===== src/rtl/bwc_pkg.sv =====
package bwc_pkg;

    localparam int CFG_DW = 16;
    localparam int CFG_AW = 3;

    // register addresses
    typedef enum logic [CFG_AW-1:0] {
        ADR_CTRL   = 3'd0,
        ADR_SMIEN  = 3'd1,
        ADR_TCOCTL = 3'd2,
        ADR_PMCFG  = 3'd3,
        ADR_SMISTS = 3'd4
    } cfg_addr_e;

    // bit positions that software decodes
    localparam int B_WEN      = 0;
    localparam int B_LOCK     = 1;
    localparam int B_TSWAP    = 4;
    localparam int B_SMMWP    = 5;
    localparam int B_GLB_EN   = 0;
    localparam int B_TCO_EN   = 13;
    localparam int B_TCO_LOCK = 12;
    localparam int B_SMI_LOCK = 4;
    localparam int B_STS      = 0;

    typedef struct packed {
        logic smm_wp;
        logic tswap;
        logic lock;
        logic wen;
    } ctrl_t;

    typedef struct packed {
        logic glb_en;
        logic tco_en;
        logic tco_lock;
        logic smi_lock;
    } smi_cfg_t;

    typedef struct packed {
        logic              valid;
        cfg_addr_e         addr;
        logic [CFG_DW-1:0] data;
    } cfg_wr_t;

    function automatic logic [CFG_DW-1:0] put_bit(input int pos, input logic v);
        logic [CFG_DW-1:0] r;
        r = '0;
        r[pos] = v;
        return r;
    endfunction

    function automatic logic [CFG_DW-1:0] pack_ctrl(input ctrl_t c);
        return put_bit(B_WEN, c.wen) | put_bit(B_LOCK, c.lock)
             | put_bit(B_TSWAP, c.tswap) | put_bit(B_SMMWP, c.smm_wp);
    endfunction

    function automatic logic hits(input cfg_wr_t w, input cfg_addr_e a);
        return w.valid && (w.addr == a);
    endfunction

endpackage


===== src/rtl/bwc_ctrl_byte.sv =====
module bwc_ctrl_byte
    import bwc_pkg::*;
(
    input  logic    clk,
    input  logic    rst,
    input  cfg_wr_t wr,
    input  logic    in_smm,
    output ctrl_t   ctrl_q,
    output logic    wen_attempt,
    output logic    permit
);

    logic hit;

    always_comb begin
        hit         = hits(wr, ADR_CTRL);
        wen_attempt = hit && wr.data[B_WEN];
        permit      = ctrl_q.wen && (!ctrl_q.smm_wp || in_smm);
    end

    always_ff @(posedge clk) begin
        if (rst) begin
            ctrl_q <= '0;
        end else if (hit) begin
            ctrl_q.wen    <= wr.data[B_WEN];
            ctrl_q.tswap  <= wr.data[B_TSWAP];
            ctrl_q.lock   <= ctrl_q.lock   | wr.data[B_LOCK];
            ctrl_q.smm_wp <= ctrl_q.smm_wp | wr.data[B_SMMWP];
        end
    end


    lock_sticky_chk: assert property (@(posedge clk) disable iff (rst)
        $past(ctrl_q.lock) |-> ctrl_q.lock);

    smmwp_sticky_chk: assert property (@(posedge clk) disable iff (rst)
        $past(ctrl_q.smm_wp) |-> ctrl_q.smm_wp);

endmodule


===== src/rtl/bwc_smi_src.sv =====
module bwc_smi_src
    import bwc_pkg::*;
#(
    parameter logic GLB_RST = 1'b1,
    parameter logic TCO_RST = 1'b1
) (
    input  logic     clk,
    input  logic     rst,
    input  cfg_wr_t  wr,
    output smi_cfg_t cfg_q
);

    logic en_hit, tco_hit, pm_hit;

    always_comb begin
        en_hit  = hits(wr, ADR_SMIEN);
        tco_hit = hits(wr, ADR_TCOCTL);
        pm_hit  = hits(wr, ADR_PMCFG);
    end

    always_ff @(posedge clk) begin
        if (rst) begin
            cfg_q.glb_en   <= GLB_RST;
            cfg_q.tco_en   <= TCO_RST;
            cfg_q.tco_lock <= 1'b0;
            cfg_q.smi_lock <= 1'b0;
        end else begin
            if (en_hit && !cfg_q.smi_lock) cfg_q.glb_en <= wr.data[B_GLB_EN];
            if (en_hit && !cfg_q.tco_lock) cfg_q.tco_en <= wr.data[B_TCO_EN];
            if (tco_hit) cfg_q.tco_lock <= cfg_q.tco_lock | wr.data[B_TCO_LOCK];
            if (pm_hit)  cfg_q.smi_lock <= cfg_q.smi_lock | wr.data[B_SMI_LOCK];
        end
    end


    tco_frozen_chk: assert property (@(posedge clk) disable iff (rst)
        $past(cfg_q.tco_lock) |-> $stable(cfg_q.tco_en));

    glb_frozen_chk: assert property (@(posedge clk) disable iff (rst)
        $past(cfg_q.smi_lock) |-> $stable(cfg_q.glb_en));

    freeze_sticky_chk: assert property (@(posedge clk) disable iff (rst)
        ($past(cfg_q.tco_lock) |-> cfg_q.tco_lock) and ($past(cfg_q.smi_lock) |-> cfg_q.smi_lock));

endmodule


===== src/rtl/bwc_smi_event.sv =====
module bwc_smi_event (
    input  logic clk,
    input  logic rst,
    input  logic wen_attempt,
    input  logic locked,
    input  logic glb_en,
    input  logic tco_en,
    input  logic sts_clr,
    output logic smi_req,
    output logic sts_q
);

    logic fire;

    always_comb fire = wen_attempt && locked && glb_en && tco_en;

    always_ff @(posedge clk) begin
        if (rst) begin
            smi_req <= 1'b0;
            sts_q   <= 1'b0;
        end else begin
            smi_req <= fire;
            sts_q   <= (sts_q && !sts_clr) || smi_req;
        end
    end


    sts_set_wins_chk: assert property (@(posedge clk) disable iff (rst)
        smi_req |=> sts_q);

    sts_clear_only_chk: assert property (@(posedge clk) disable iff (rst)
        $fell(sts_q) |-> $past(sts_clr));

endmodule


===== src/rtl/bios_wp_ctrl.sv =====
module bios_wp_ctrl
    import bwc_pkg::*;
(
    input  logic              clk,
    input  logic              rst,
    input  logic              in_smm,
    input  logic              cfg_wr,
    input  logic [CFG_AW-1:0] cfg_addr,
    input  logic [CFG_DW-1:0] cfg_wdata,
    output logic [CFG_DW-1:0] cfg_rdata,
    output logic              smi_req,
    output logic              bios_wr_permit
);

    cfg_wr_t  wr;
    ctrl_t    ctrl;
    smi_cfg_t scfg;
    logic     wen_attempt;
    logic     sts;

    always_comb begin
        wr.valid = cfg_wr;
        wr.addr  = cfg_addr_e'(cfg_addr);
        wr.data  = cfg_wdata;
    end

    bwc_ctrl_byte u_ctrl (
        .clk         (clk),
        .rst         (rst),
        .wr          (wr),
        .in_smm      (in_smm),
        .ctrl_q      (ctrl),
        .wen_attempt (wen_attempt),
        .permit      (bios_wr_permit)
    );

    bwc_smi_src #(
        .GLB_RST (1'b1),
        .TCO_RST (1'b1)
    ) u_src (
        .clk   (clk),
        .rst   (rst),
        .wr    (wr),
        .cfg_q (scfg)
    );

    bwc_smi_event u_evt (
        .clk         (clk),
        .rst         (rst),
        .wen_attempt (wen_attempt),
        .locked      (ctrl.lock),
        .glb_en      (scfg.glb_en),
        .tco_en      (scfg.tco_en),
        .sts_clr     (hits(wr, ADR_SMISTS) && cfg_wdata[B_STS]),
        .smi_req     (smi_req),
        .sts_q       (sts)
    );

    always_comb begin
        case (cfg_addr_e'(cfg_addr))
            ADR_CTRL:   cfg_rdata = pack_ctrl(ctrl);
            ADR_SMIEN:  cfg_rdata = put_bit(B_GLB_EN, scfg.glb_en) | put_bit(B_TCO_EN, scfg.tco_en);
            ADR_TCOCTL: cfg_rdata = put_bit(B_TCO_LOCK, scfg.tco_lock);
            ADR_PMCFG:  cfg_rdata = put_bit(B_SMI_LOCK, scfg.smi_lock);
            ADR_SMISTS: cfg_rdata = put_bit(B_STS, sts);
            default:    cfg_rdata = '0;
        endcase
    end


    smi_cause_chk: assert property (@(posedge clk) disable iff (rst)
        smi_req |-> $past(cfg_wr && cfg_addr == ADR_CTRL && cfg_wdata[B_WEN]));

    smi_single_chk: assert property (@(posedge clk) disable iff (rst)
        smi_req |-> !$past(smi_req) || $past(wen_attempt, 1));

    smm_gate_chk: assert property (@(posedge clk) disable iff (rst)
        (bios_wr_permit && ctrl.smm_wp) |-> in_smm);

endmodule


===== config.mk =====
export PLATFORM = sky130hd
export DESIGN_NAME = bios_wp_ctrl
export DESIGN_NICKNAME = d
export VERILOG_FILES = /design/src/rtl/bwc_pkg.sv /design/src/rtl/bwc_ctrl_byte.sv /design/src/rtl/bwc_smi_src.sv /design/src/rtl/bwc_smi_event.sv /design/src/rtl/bios_wp_ctrl.sv
export SDC_FILE = /design/constraint.sdc
export NUM_CORES = 1
export LEC_CHECK = 0
export BUFFER_PORTS_ARGS = -buffer_cell sky130_fd_sc_hd__buf_2
export CORE_MARGIN = 1.5
export CORE_UTILIZATION = 30
export DETAILED_ROUTE_END_ITERATION = 7
export PLACE_DENSITY = 0.64
export SLEW_MARGIN = 25
export SYNTH_ARGS = -nofsm -noshare
export SYNTH_HDL_FRONTEND = slang
export SYNTH_SLANG_ARGS = --single-unit
export TNS_END_PERCENT = 10

===== constraint.sdc =====
create_clock -name clk -period 1.7 [get_ports clk]
set_input_delay 0.17 -clock clk [delete_from_list [all_inputs] [get_ports clk]]
set_output_delay 0.17 -clock clk [all_outputs]
set_load 0.01 [all_outputs]

### Word-level counts from Yosys, hierarchy flattened

Cells that the tools add are included.

| word-level totals | value |
|---|---|
| output and inout port bits | 18 |
| register bits | 10 |

| operators by class | value |
|---|---|
| eq/ne operators | 4 |
| muxes and demuxes | 1 |
| reductions and logical operators | 21 |
| bitwise operators | 8 |

Operators with widths:

| operator | number |
|---|---|
| one-hot mux 14 bit (5 select lines) | 1 |
| logical AND 1 bit | 14 |
| bitwise OR 1 x 14 -> 14 bit | 1 |
| == test 3 x 2 -> 1 bit, second input constant | 2 |
| bitwise OR 5 x 6 -> 6 bit | 1 |
| bitwise OR 2 x 5 -> 5 bit | 1 |
| zero test 1 bit | 4 |
| bitwise OR 1 bit | 4 |
| == test 3 x 1 -> 1 bit, second input constant | 1 |
| == test 3 bit, second input constant | 1 |
| zero test 3 bit | 1 |
| logical OR 1 bit | 2 |
| bitwise OR 1 x 2 -> 2 bit | 1 |

### Depth between registers and ports, before layout

| logic depth | value |
|---|---|
| depth after elaboration | 6 |
| depth in mapped cells | 4 |
| depth with buffers taken out | 3 |

### By module

Synthesis repeated with hierarchy kept, for this count alone.

| second synthesis, totals | value |
|---|---|
| cells, all modules | 69 |
| area, all modules | 625.6 sq um |

By module, submodules not included:

| module | times used | cells an instance | area an instance (sq um) |
|---|---|---|---|
| bwc_ctrl_byte | 1 | 20 | 196.4 |
| bwc_smi_src | 1 | 17 | 180.2 |
| bios_wp_ctrl | 1 | 25 | 176.4 |
| bwc_smi_event | 1 | 7 | 72.6 |

### Worst setup path before layout

Ideal clock, no wire load.

| timing | value |
|---|---|
| kind | input to register |
| from | in cfg_addr[2] |
| to | reg u_ctrl.ctrl_q[0] (netlist bit) |
| stages on the path | 4 |
| arrival | 0.907 ns |
| data required time | 1.572 ns |
| slack | 0.666 ns |
| cell sequence | buf_6 > nor4b_4 > mux2i_1 > nor2_1 |

| between the ends | value |
|---|---|
| longest elaborated chain between the ends | 2 |

Ends and longest elaborated chain:

| element | RTL line | text |
|---|---|---|
| start, declared | bios_wp_ctrl.sv:8 | `input logic [CFG_AW-1:0] cfg_addr,` |
| zero test 3 bit | bwc_pkg.sv:59 | `return w.valid && (w.addr == a);` |
| logical AND 1 bit | bwc_pkg.sv:59 |  |
| end, declared | bwc_ctrl_byte.sv:8 | `output ctrl_t ctrl_q,` |

Every way passes these cells.
A chain may end at the register's enable or synchronous reset.

### Worst setup path after layout

| timing | value |
|---|---|
| from | reg u_ctrl.ctrl_q[0] (netlist bit) |
| to | out cfg_rdata[0] |

| between the ends | value |
|---|---|
| longest elaborated chain between the ends | 4 |

Ends and longest elaborated chain:

| element | RTL line | text |
|---|---|---|
| bitwise OR 1 x 2 -> 2 bit | bwc_pkg.sv:54 | `return put_bit(B_WEN, c.wen) \| put_bit(B_LOCK, c.lock)` |
| bitwise OR 2 x 5 -> 5 bit | bwc_pkg.sv:55 | `\| put_bit(B_TSWAP, c.tswap) \| put_bit(B_SMMWP, c.smm_wp);` |
| bitwise OR 5 x 6 -> 6 bit | bwc_pkg.sv:55 |  |
| one-hot mux 14 bit (5 select lines) | bios_wp_ctrl.sv:60 | `case (cfg_addr_e'(cfg_addr))` |
| end, declared | bios_wp_ctrl.sv:10 | `output logic [CFG_DW-1:0] cfg_rdata,` |

Every way passes these cells.

==> run metrics <==
status finished, final reports clean; post-cts gate resize count 0; root buffer cell clkbuf_4; P&R area growth vs syn 15.9%; initial antenna violation count 0; largest net degree at the start of global routing 13; die area approximately 2300 um^2; share of layout cells above drive strength 1 between 20% and 30%; DRC Markers 0; area of the mapped netlist about 600 um^2; CTS sink count 10; crit-path cells mux2i_1, o21a_1, nor2_1, buf_2; buffer count from post-CTS setup fixing 0; CTS tree done; WL final between 1000 and 1500 um; first-pass GRT wire length 1840 um; Final period util 73.5%; Power Total around 530 uW; CTS Buf Count 3; worst r2r src u_src.cfg_q[1]; initial detailed-routing violation count 7; critical path's slowest cell dfxtp_1; H-tree levels 1; I/O pin cnt 41; Pins Over Slew Limit 0; drt first pass iters 4; Initial Util 33.1%; Ys Warns 0; via count between 500 and 600; final setup TNS 0 ps; Period minus WS final around 1300 ps; Clk pwr share 41.6%; Ant. Diodes 0; Chip Width between 40 and 50 um; post-layout util a little under 40%; DP HPWL between 800 and 900 um; Crit. Startpoint u_ctrl.ctrl_q[0]; sequential element share of the synthesized area 33.5%; Hold WS 128 ps; antenna-violating nets left 0; Data required, critical path about 1500 ps; hold depth 3; Yosys top cell by area dfxtp_1; sequential fraction of design power 45.5%; Fmax achieved around 800 MHz; CP max stage delay approximately 350 ps; internal power between 300 and 400 uW; commonest cells after routing, fill and taps aside buf_2, nor2_1, conb_1, dfxtp_1; Comb power frac between 10% and 20%; Die Y approximately 48 um; Synth top area share about a third; setup violators final 0; critical path arrival 1080 ps; cells after synthesis between 70 and 80; switching share of power roughly 26%; Row Count 15; vias per cell roughly 4.4; Fin. Hold Viols 0; number of global-route vias before repair approximately 440; hold buffers post-CTS 0; Hold Startpoint cfg_wdata[1]; Max clock buf depth 2; All-Layer GR Usage roughly an eighth; Synth cell types 24; MaxCap Viol Count 0; clk slew on worst S/H paths approximately 70 ps; Worst VDD drop 0.432 mV; P_sw 135 uW; Core ar. ~1800 um^2; Fin Clk Skew roughly 3.4 ps; Worst Path Max Fanout 3; Worst-Skew Late Latency 270 ps; worst reg2reg path depth 2; unrepaired setup endpoints after global routing false; FF-to-FF setup slack 850 ps; PD cells approximately 770 nW/um^2; crit path kind reg -> out; Setup crit start kind register; global route overflow 0; Buffers on Ports 20; RD Place Congestion between 0.7 and 0.8; commonest non-fill, non-tap cell in the layout buf_2; P_leak approximately 0.00033 uW; Min-Delay Path Class in -> reg; synthesized area per cell about 8.4 um^2; WL per Instance 9.89 um; Final nets roughly 110; ranking of synthesized cells by area dfxtp_1, buf_4, mux2i_1, nor2_1, a21oi_1; endpoint type of the worst setup path output port; Seq cells post-synth 10
[through the flow]
stage,cells,worst slack (ps),instance area [um^2]
2_1_floorplan,80,666,631
4_1_cts,115,437,692
3_5_place_dp,111,511,656
5_1_grt,115,348,692
6_report,115,450,692
3_3_place_gp,111,502,656
[synth_stat cells]
cell	instances
buf_6	2
nand3_1	1
o21a_1	1
dfxtp_1	10
and4b_1	2
nor4b_4	1
clkbuf_1	1
nand2b_1	2
and2_1	2
buf_4	10
a21oi_1	5
and3_1	2
inv_1	2
a41oi_1	1
nor3b_1	1
mux2i_1	5
nand2_1	2
buf_2	1
a21boi_0	1
nor2_1	13
nand3b_1	1
o31ai_1	1
nor3_1	3
conb_1	1
[registers in the layout (all words and copies together) (netlist names)]
name,flops
u_evt.smi_req,1
u_ctrl.ctrl_q,4
u_src.cfg_q,4
u_evt.sts_q,1
[final timing paths]
path	end
max	cfg_rdata[0]
max reg2reg	u_src.cfg_q[2]
min	u_ctrl.ctrl_q[1]
min reg2reg	u_evt.sts_q
[power groups by stage]
stage | Clock [uW] | Sequential, uW | Combinational [uW]
5_1_grt | 233 | 242 | 77.8
4_1_cts | 221 | 241 | 68.3
2_1_floorplan | 0 | 246 | 67.0
3_3_place_gp | 0 | 246 | 67.5
3_5_place_dp | 0 | 247 | 67.9
6_report | 220 | 241 | 68.0
[cells by family after synthesis]
family	count (synthesis)	share of synthesized area [%]
AOI/OAI and AO/OA	9	9.43
and+or+nand+nor	30	28.9
DFF	10	33.5
other	1	0.628
muxes	5	8.39
buffers and inverters	16	19.1
[per-layer routing]
layer / share of wire [%] / vias up / global-route usage [%]
met4: 2.8 / 0 / 9.73
met2: 46 / 20 / 17.8
li1: - / 258 / -
met5: 0 / - / 0
met1: 43 / 225 / 14.5
met3: 7.9 / 5 / 4.15
[layout make-up]
cell class / count / area, um^2
flip-flops and latches: 10 / 200
inverters: 2 / 7.51
repair buffers: 20 / 100
fillers: 204 / 1110
well taps: 25 / 31.3
multi-input cells: 54 / 317
clock buffers: 4 / 36.3
[critical path: cells and delay by family (launching register included)]
| kind | cells | cell delay (ps) |
|---|---|---|
| compound gates | 1 | 170 |
| buf+inv | 1 | 130 |
| flops | 1 | 350 |
| simple gates | 1 | 70 |
| mux | 1 | 90 |
Power figures use the tool's default switching activity.
